[src/rtl/cbar_pkg.sv]
package cbar_pkg;
  localparam int COMP_W   = 8;
  localparam int NUM_BARS = 8;
  localparam int BAR_W    = $clog2(NUM_BARS);

  typedef logic [COMP_W-1:0] comp_t;
  typedef logic [BAR_W-1:0]  bar_t;

  localparam comp_t LVL_ON  = comp_t'(235);
  localparam comp_t LVL_OFF = comp_t'(16);
  localparam comp_t C_MID   = comp_t'(128);
  localparam bar_t  BAR_LAST = bar_t'(NUM_BARS - 1);

  typedef struct packed {
    comp_t y;
    comp_t cb;
    comp_t cr;
    comp_t r;
    comp_t g;
    comp_t b;
  } pix_t;

  localparam pix_t PIX_BLACK = '{y: LVL_OFF, cb: C_MID, cr: C_MID,
                                 r: LVL_OFF, g: LVL_OFF, b: LVL_OFF};
endpackage

[src/rtl/cbar_pos.sv]
module cbar_pos
  import cbar_pkg::*;
#(
  parameter int LINE_W = 12
) (
  input  logic              clk_i,
  input  logic              rst_ni,
  input  logic              line_start_i,
  input  logic              pix_valid_i,
  input  logic [LINE_W-1:0] line_width_i,
  output bar_t              bar_o
);
  localparam int RUN_W = LINE_W + 1;

  logic [RUN_W-1:0] bar_len;
  logic [RUN_W-1:0] run_q, run_eff, run_nxt;
  bar_t             bar_q, bar_eff;

  always_comb begin
    bar_len = RUN_W'(line_width_i >> BAR_W);
    if (bar_len == '0) bar_len = RUN_W'(1);
  end

  assign run_eff = line_start_i ? '0 : run_q;
  assign bar_eff = line_start_i ? '0 : bar_q;
  assign run_nxt = run_eff + RUN_W'(1);
  assign bar_o   = bar_eff;

  always_ff @(posedge clk_i or negedge rst_ni) begin
    if (!rst_ni) begin
      run_q <= '0;
      bar_q <= '0;
    end else if (pix_valid_i) begin
      if (run_nxt >= bar_len) begin
        run_q <= '0;
        bar_q <= (bar_eff == BAR_LAST) ? BAR_LAST : bar_eff + bar_t'(1);
      end else begin
        run_q <= run_nxt;
        bar_q <= bar_eff;
      end
    end else if (line_start_i) begin
      run_q <= '0;
      bar_q <= '0;
    end
  end
endmodule

[src/rtl/cbar_lut.sv]
module cbar_lut
  import cbar_pkg::*;
(
  input  bar_t bar_i,
  output pix_t pix_o
);
  // RGB channel is off when the selected index bit is set: R<-bit1, G<-bit2, B<-bit0
  localparam int NCH = 3;
  localparam int SEL_BIT [NCH] = '{1, 2, 0};

  comp_t rgb [NCH];

  for (genvar ch = 0; ch < NCH; ch++) begin : g_rgb
    assign rgb[ch] = bar_i[SEL_BIT[ch]] ? LVL_OFF : LVL_ON;
  end

  always_comb begin
    pix_o   = PIX_BLACK;
    pix_o.r = rgb[0];
    pix_o.g = rgb[1];
    pix_o.b = rgb[2];
    unique case (bar_i)
      3'd0: begin pix_o.y = 8'd235; pix_o.cb = 8'd128; pix_o.cr = 8'd128; end
      3'd1: begin pix_o.y = 8'd210; pix_o.cb = 8'd16;  pix_o.cr = 8'd146; end
      3'd2: begin pix_o.y = 8'd170; pix_o.cb = 8'd166; pix_o.cr = 8'd16;  end
      3'd3: begin pix_o.y = 8'd145; pix_o.cb = 8'd54;  pix_o.cr = 8'd34;  end
      3'd4: begin pix_o.y = 8'd106; pix_o.cb = 8'd202; pix_o.cr = 8'd222; end
      3'd5: begin pix_o.y = 8'd81;  pix_o.cb = 8'd90;  pix_o.cr = 8'd240; end
      3'd6: begin pix_o.y = 8'd41;  pix_o.cb = 8'd240; pix_o.cr = 8'd110; end
      default: begin pix_o.y = 8'd16; pix_o.cb = 8'd128; pix_o.cr = 8'd128; end
    endcase
  end
endmodule

[src/rtl/cbar_out.sv]
module cbar_out
  import cbar_pkg::*;
(
  input  logic clk_i,
  input  logic rst_ni,
  input  logic valid_i,
  input  pix_t pix_i,
  output logic valid_o,
  output pix_t pix_o
);
  always_ff @(posedge clk_i or negedge rst_ni) begin
    if (!rst_ni) begin
      valid_o <= 1'b0;
      pix_o   <= PIX_BLACK;
    end else begin
      valid_o <= valid_i;
      pix_o   <= valid_i ? pix_i : PIX_BLACK;
    end
  end
endmodule

[src/rtl/colour_bar_gen.sv]
module colour_bar_gen
  import cbar_pkg::*;
#(
  parameter int LINE_W = 12
) (
  input  logic              clk_i,
  input  logic              rst_ni,
  input  logic              line_start_i,
  input  logic              pix_valid_i,
  input  logic [LINE_W-1:0] line_width_i,
  output logic              valid_o,
  output logic [7:0]        y_o,
  output logic [7:0]        cb_o,
  output logic [7:0]        cr_o,
  output logic [7:0]        r_o,
  output logic [7:0]        g_o,
  output logic [7:0]        b_o
);
  bar_t bar_cur;
  pix_t pix_cur, pix_q;

  cbar_pos #(.LINE_W(LINE_W)) u_pos (
    .clk_i        (clk_i),
    .rst_ni       (rst_ni),
    .line_start_i (line_start_i),
    .pix_valid_i  (pix_valid_i),
    .line_width_i (line_width_i),
    .bar_o        (bar_cur)
  );

  cbar_lut u_lut (
    .bar_i (bar_cur),
    .pix_o (pix_cur)
  );

  cbar_out u_out (
    .clk_i   (clk_i),
    .rst_ni  (rst_ni),
    .valid_i (pix_valid_i),
    .pix_i   (pix_cur),
    .valid_o (valid_o),
    .pix_o   (pix_q)
  );

  assign y_o  = pix_q.y;
  assign cb_o = pix_q.cb;
  assign cr_o = pix_q.cr;
  assign r_o  = pix_q.r;
  assign g_o  = pix_q.g;
  assign b_o  = pix_q.b;
endmodule

[config.mk]
export PLATFORM = sky130hd
export DESIGN_NAME = colour_bar_gen
export DESIGN_NICKNAME = d
export VERILOG_FILES = /design/src/rtl/cbar_pkg.sv /design/src/rtl/cbar_pos.sv /design/src/rtl/cbar_lut.sv /design/src/rtl/cbar_out.sv /design/src/rtl/colour_bar_gen.sv
export SDC_FILE = /design/constraint.sdc
export NUM_CORES = 1
export LEC_CHECK = 0
export BUFFER_PORTS_ARGS = -buffer_cell sky130_fd_sc_hd__buf_4
export CORE_ASPECT_RATIO = 0.7
export CORE_UTILIZATION = 52
export DETAILED_ROUTE_END_ITERATION = 6
export PLACE_DENSITY = 0.8
export SYNTH_ARGS = -nofsm -noshare
export SYNTH_HDL_FRONTEND = slang
export SYNTH_SLANG_ARGS = --single-unit
[constraint.sdc]
create_clock -name clk_i -period 3 [get_ports clk_i]
set_clock_uncertainty 0.05 [all_clocks]
set_input_delay 0.45 -clock clk_i [delete_from_list [all_inputs] [get_ports clk_i]]
set_output_delay 0.45 -clock clk_i [all_outputs]
set_load 0.02 [all_outputs]
==> implementation parameters <==
Parameter                              Value

Run status
  Outcome    complete, no violations

Yosys
  Mean cell area of the mapped netlist    9.42 um2
  Post-synth EDFFs    0
  Compound-gate portion of the synthesized area    0.107
  Mux contribution to synthesized area    0.0273
  Number of different library cells in the post-synthesis netlist    42
  Combined area of all synthesized cells    around 2200 um2
  Sequential area share after synthesis    0.427
  Adder-cell area share of the yosys netlist    0.0815
  Yosys warning count    0
  Cells after Synth    238
  Leading register cell type out of synthesis    sky130_fd_sc_hd__dfrtp_1
  Largest family of logic cells by synthesized area    simple AND/OR/NAND/NOR gates
  Fraction of the mapped netlist area in simple logic gates    0.190
  Flop and latch count out of synthesis    38
  Share of the synthesized netlist area taken by xor and xnor gates    0.0352
  Fraction of synthesis flops using an asynchronous set or reset pin    1.00

STA
  Endpoints failing setup    0
  Worst-margin pin slew    0.703 ns
  Remaining max-slew budget at the tightest pin    0.530
  Crit share post-route    0.898
  Pins over their slew limit    0
  Achievable frequency    371 MHz
  Setup TNS Final    0 ns
  Setup repair after global routing missed its margin    no
  Post-layout min period    2.69 ns
  Final hold vios    0

Drt
  Via Count    1618
  Routed length per instance    12.4 um
  Vias per std cell    4.96
  DRC violation total after the first TritonRoute iteration    approximately 110
  TritonRoute pass-1 iters    4
  Remaining number of nets flagged by the antenna check after routing    0
  DRC violation count after routing    0
  Total detailed-routing wirelength    4030 um

Clocking
  Clock sink total    38
  Clk_lat worst skew    0.29 ns
  H-tree depth    2
  Post-cts gate resize count    0
  Worst-path clk slew    about 0.08 ns
  Number of CTS-inserted buffers    5
  Buffer cell driving the clock tree root    sky130_fd_sc_hd__clkbuf_8
  Post-CTS Hold Buffers    0
  Clock tree from TritonCTS    yes
  Post-CTS setup-driven buffer insertion count    0
  Maximum buffer depth of the clock tree    2

Finish
  # diodes    0
  Post-layout util    0.666
  Fraction of final layout cells with drive strength greater than 1    0.277
  Layout overhead on the synthesized area    19.3%
  Number of nets in the layout    303

Setup path
  Sum of buffers and inverters on the critical path    0
  Cell count along the critical path    12
  Startpoint type of the worst setup path    flip-flop
  Setup CP Type    reg2reg
  Kind of end point of the critical path    flip-flop
  Cell breakdown of the critical path    nand4b_1 > nor2_1 > nand2_1 > xor2_1 > nor2_1 > ha_1 > a21oi_1 > nand4b_1 > mux2i_1 > o211ai_4 > nand2_4 > mux2i_1
  CP peak stage delay    0.48 ns
  Largest fanout on the critical path    9
  Data arrival time of the critical path    roughly 2.9 ns
  Critical path required time    3.17 ns
  Max stage delay cell, worst path    sky130_fd_sc_hd__dfrtp_1
  Kind of cell adding the most delay to the critical path    simple AND/OR/NAND/NOR gates
  Worst r2r path cells    12

Pwr
  Leakage Power    1.36 nW
  Pwr Density    between 400 and 500 nW/um2
  Largest voltage drop on the vdd net    0.000360 V

Placement
  Total half-perimeter wirelength after legalization and detailed placement    2910 um
  Count of port buffers added during placement    55
  Weighted congestion at the end of routability-driven global placement    0.814

Floorplan
  Die width    80.5 um
  Number of primary I/O pins    65
  Initial Utilization    0.558
  Area of the core region    4020 um2
  Row Count    19
  Die span in y    56.9 um
  Area enclosed by the die boundary    approximately 4600 um2

Global route
  Global routing usage summed across all routing layers    0.198
  Largest net degree at the start of global routing    39
  Routing usage on met2    0.304
  Layer with the highest usage after global routing    met2
  Initial antenna violation count    0
  Leftover overflow at the end of global routing    0
  First-pass GRT wire length    ~7000 um
  Vias in the first global route    1538
  Met1 track demand over resource    0.275
  Met3 track demand over resource in global routing    0.0464

Job
  Maximum capacitance violations    0

Worst hold path
  Classification of the worst-slack hold path    in2async
-- sequential cells by signal, summed over array words and instances (netlist names) --
register	cells
u_pos.run_q	13
u_out.valid_o	1
u_out.pix_o	21
u_pos.bar_q	3
-- metrics by stage --
stage | area, um2 | total power, mW | std cells | hold slack, ns | worst slack, ns
final | 2680 | 1.22 | 326 | 0.0540 | 0.307
after floorplan | 2260 | 0.649 | 243 | 0.104 | 0.462
after global placement | 2520 | 0.688 | 318 | 0.385 | 0.249
after CTS | 2670 | 1.22 | 326 | 0.0693 | 0.256
after global routing | 2680 | 1.27 | 326 | 0.0863 | 0.0411
after detailed placement | 2520 | 0.691 | 318 | 0.387 | 0.184
-- final cells by class --
type                    instances  area (um2)
fillers                       331        1340
multi-input cells             155        1020
flip-flops and latches         38         957
repair buffers                 57         428
clock buffers                   6        82.6
well taps                      52        65.1
inverters                      16        62.6
clock inverters                 2        60.1
-- placed cells by master, fill, tap and decap left out, drive strengths merged, types with 6 or more instances in the layout --
cell,instances
buf,57
dfrtp,33
nor2,27
nand2,25
a21oi,16
inv,15
ha,13
and2,7
xor2,6
conb,6
clkbuf,6
-- metal layers --
metal	wire length [um]	vias to the layer above
met3	209	10
met5	0	-
met1	2010	743
met4	65	0
li1	-	825
met2	1740	40
-- worst paths after layout --
path                       slack (ns)                        end                startpoint
min in group clk_i               0.39    u_out.valid_o$_DFF_PN0_               pix_valid_i
setup reg to reg                 0.31   u_pos.bar_q[0]$_DFF_PN0_  u_pos.run_q[4]$_DFF_PN0_
setup / recovery                 0.31   u_pos.bar_q[0]$_DFF_PN0_  u_pos.run_q[4]$_DFF_PN0_
hold / removal                   0.05  u_pos.run_q[10]$_DFF_PN0_                    rst_ni
max in group asynchronous        2.49  u_out.pix_o[39]$_DFF_PN1_                    rst_ni
hold reg to reg                  0.50   u_pos.run_q[9]$_DFF_PN0_  u_pos.run_q[9]$_DFF_PN0_
-- cells in the mapped netlist, drive strengths merged (2+ instances only) --
cell / count / area (um2)
nand4b: 3 / 26.3
clkbuf: 5 / 18.8
o31ai: 5 / 37.5
xnor2: 3 / 26.3
a21oi: 16 / 80.1
nand2: 25 / 101
o311a: 2 / 20.0
dfrtp: 33 / 826
nand2b: 4 / 25.0
nor3: 3 / 15.0
nor3b: 5 / 37.5
inv: 15 / 58.8
nand3: 3 / 15.0
o21ai: 4 / 20.0
nor2b: 4 / 25.0
buf: 29 / 211
and2: 7 / 43.8
nor2: 27 / 104
dfstp: 5 / 131
mux2i: 5 / 50.1
a21boi: 2 / 15.0
ha: 13 / 163
xor2: 6 / 52.6
-- power by group --
group          internal (mW)  total, mW  switching [mW]  leakage [nW]
clock                  0.355      0.536           0.181        0.0714
combinational         0.0584      0.143          0.0851         0.797
sequential             0.525      0.538          0.0130         0.494
total                  0.938       1.22           0.280          1.36
-- logic make-up after synthesis --
family	after synthesis
adder cells (fa/ha/maj)	14
multiplexers	6
flip-flops	38
XOR/XNOR	9
AND/OR/NAND/NOR	85
AO/OA/AOI/OAI	35
other	1
buffers and inverters	50
No activity file was read; power rests on OpenSTA's default activity.
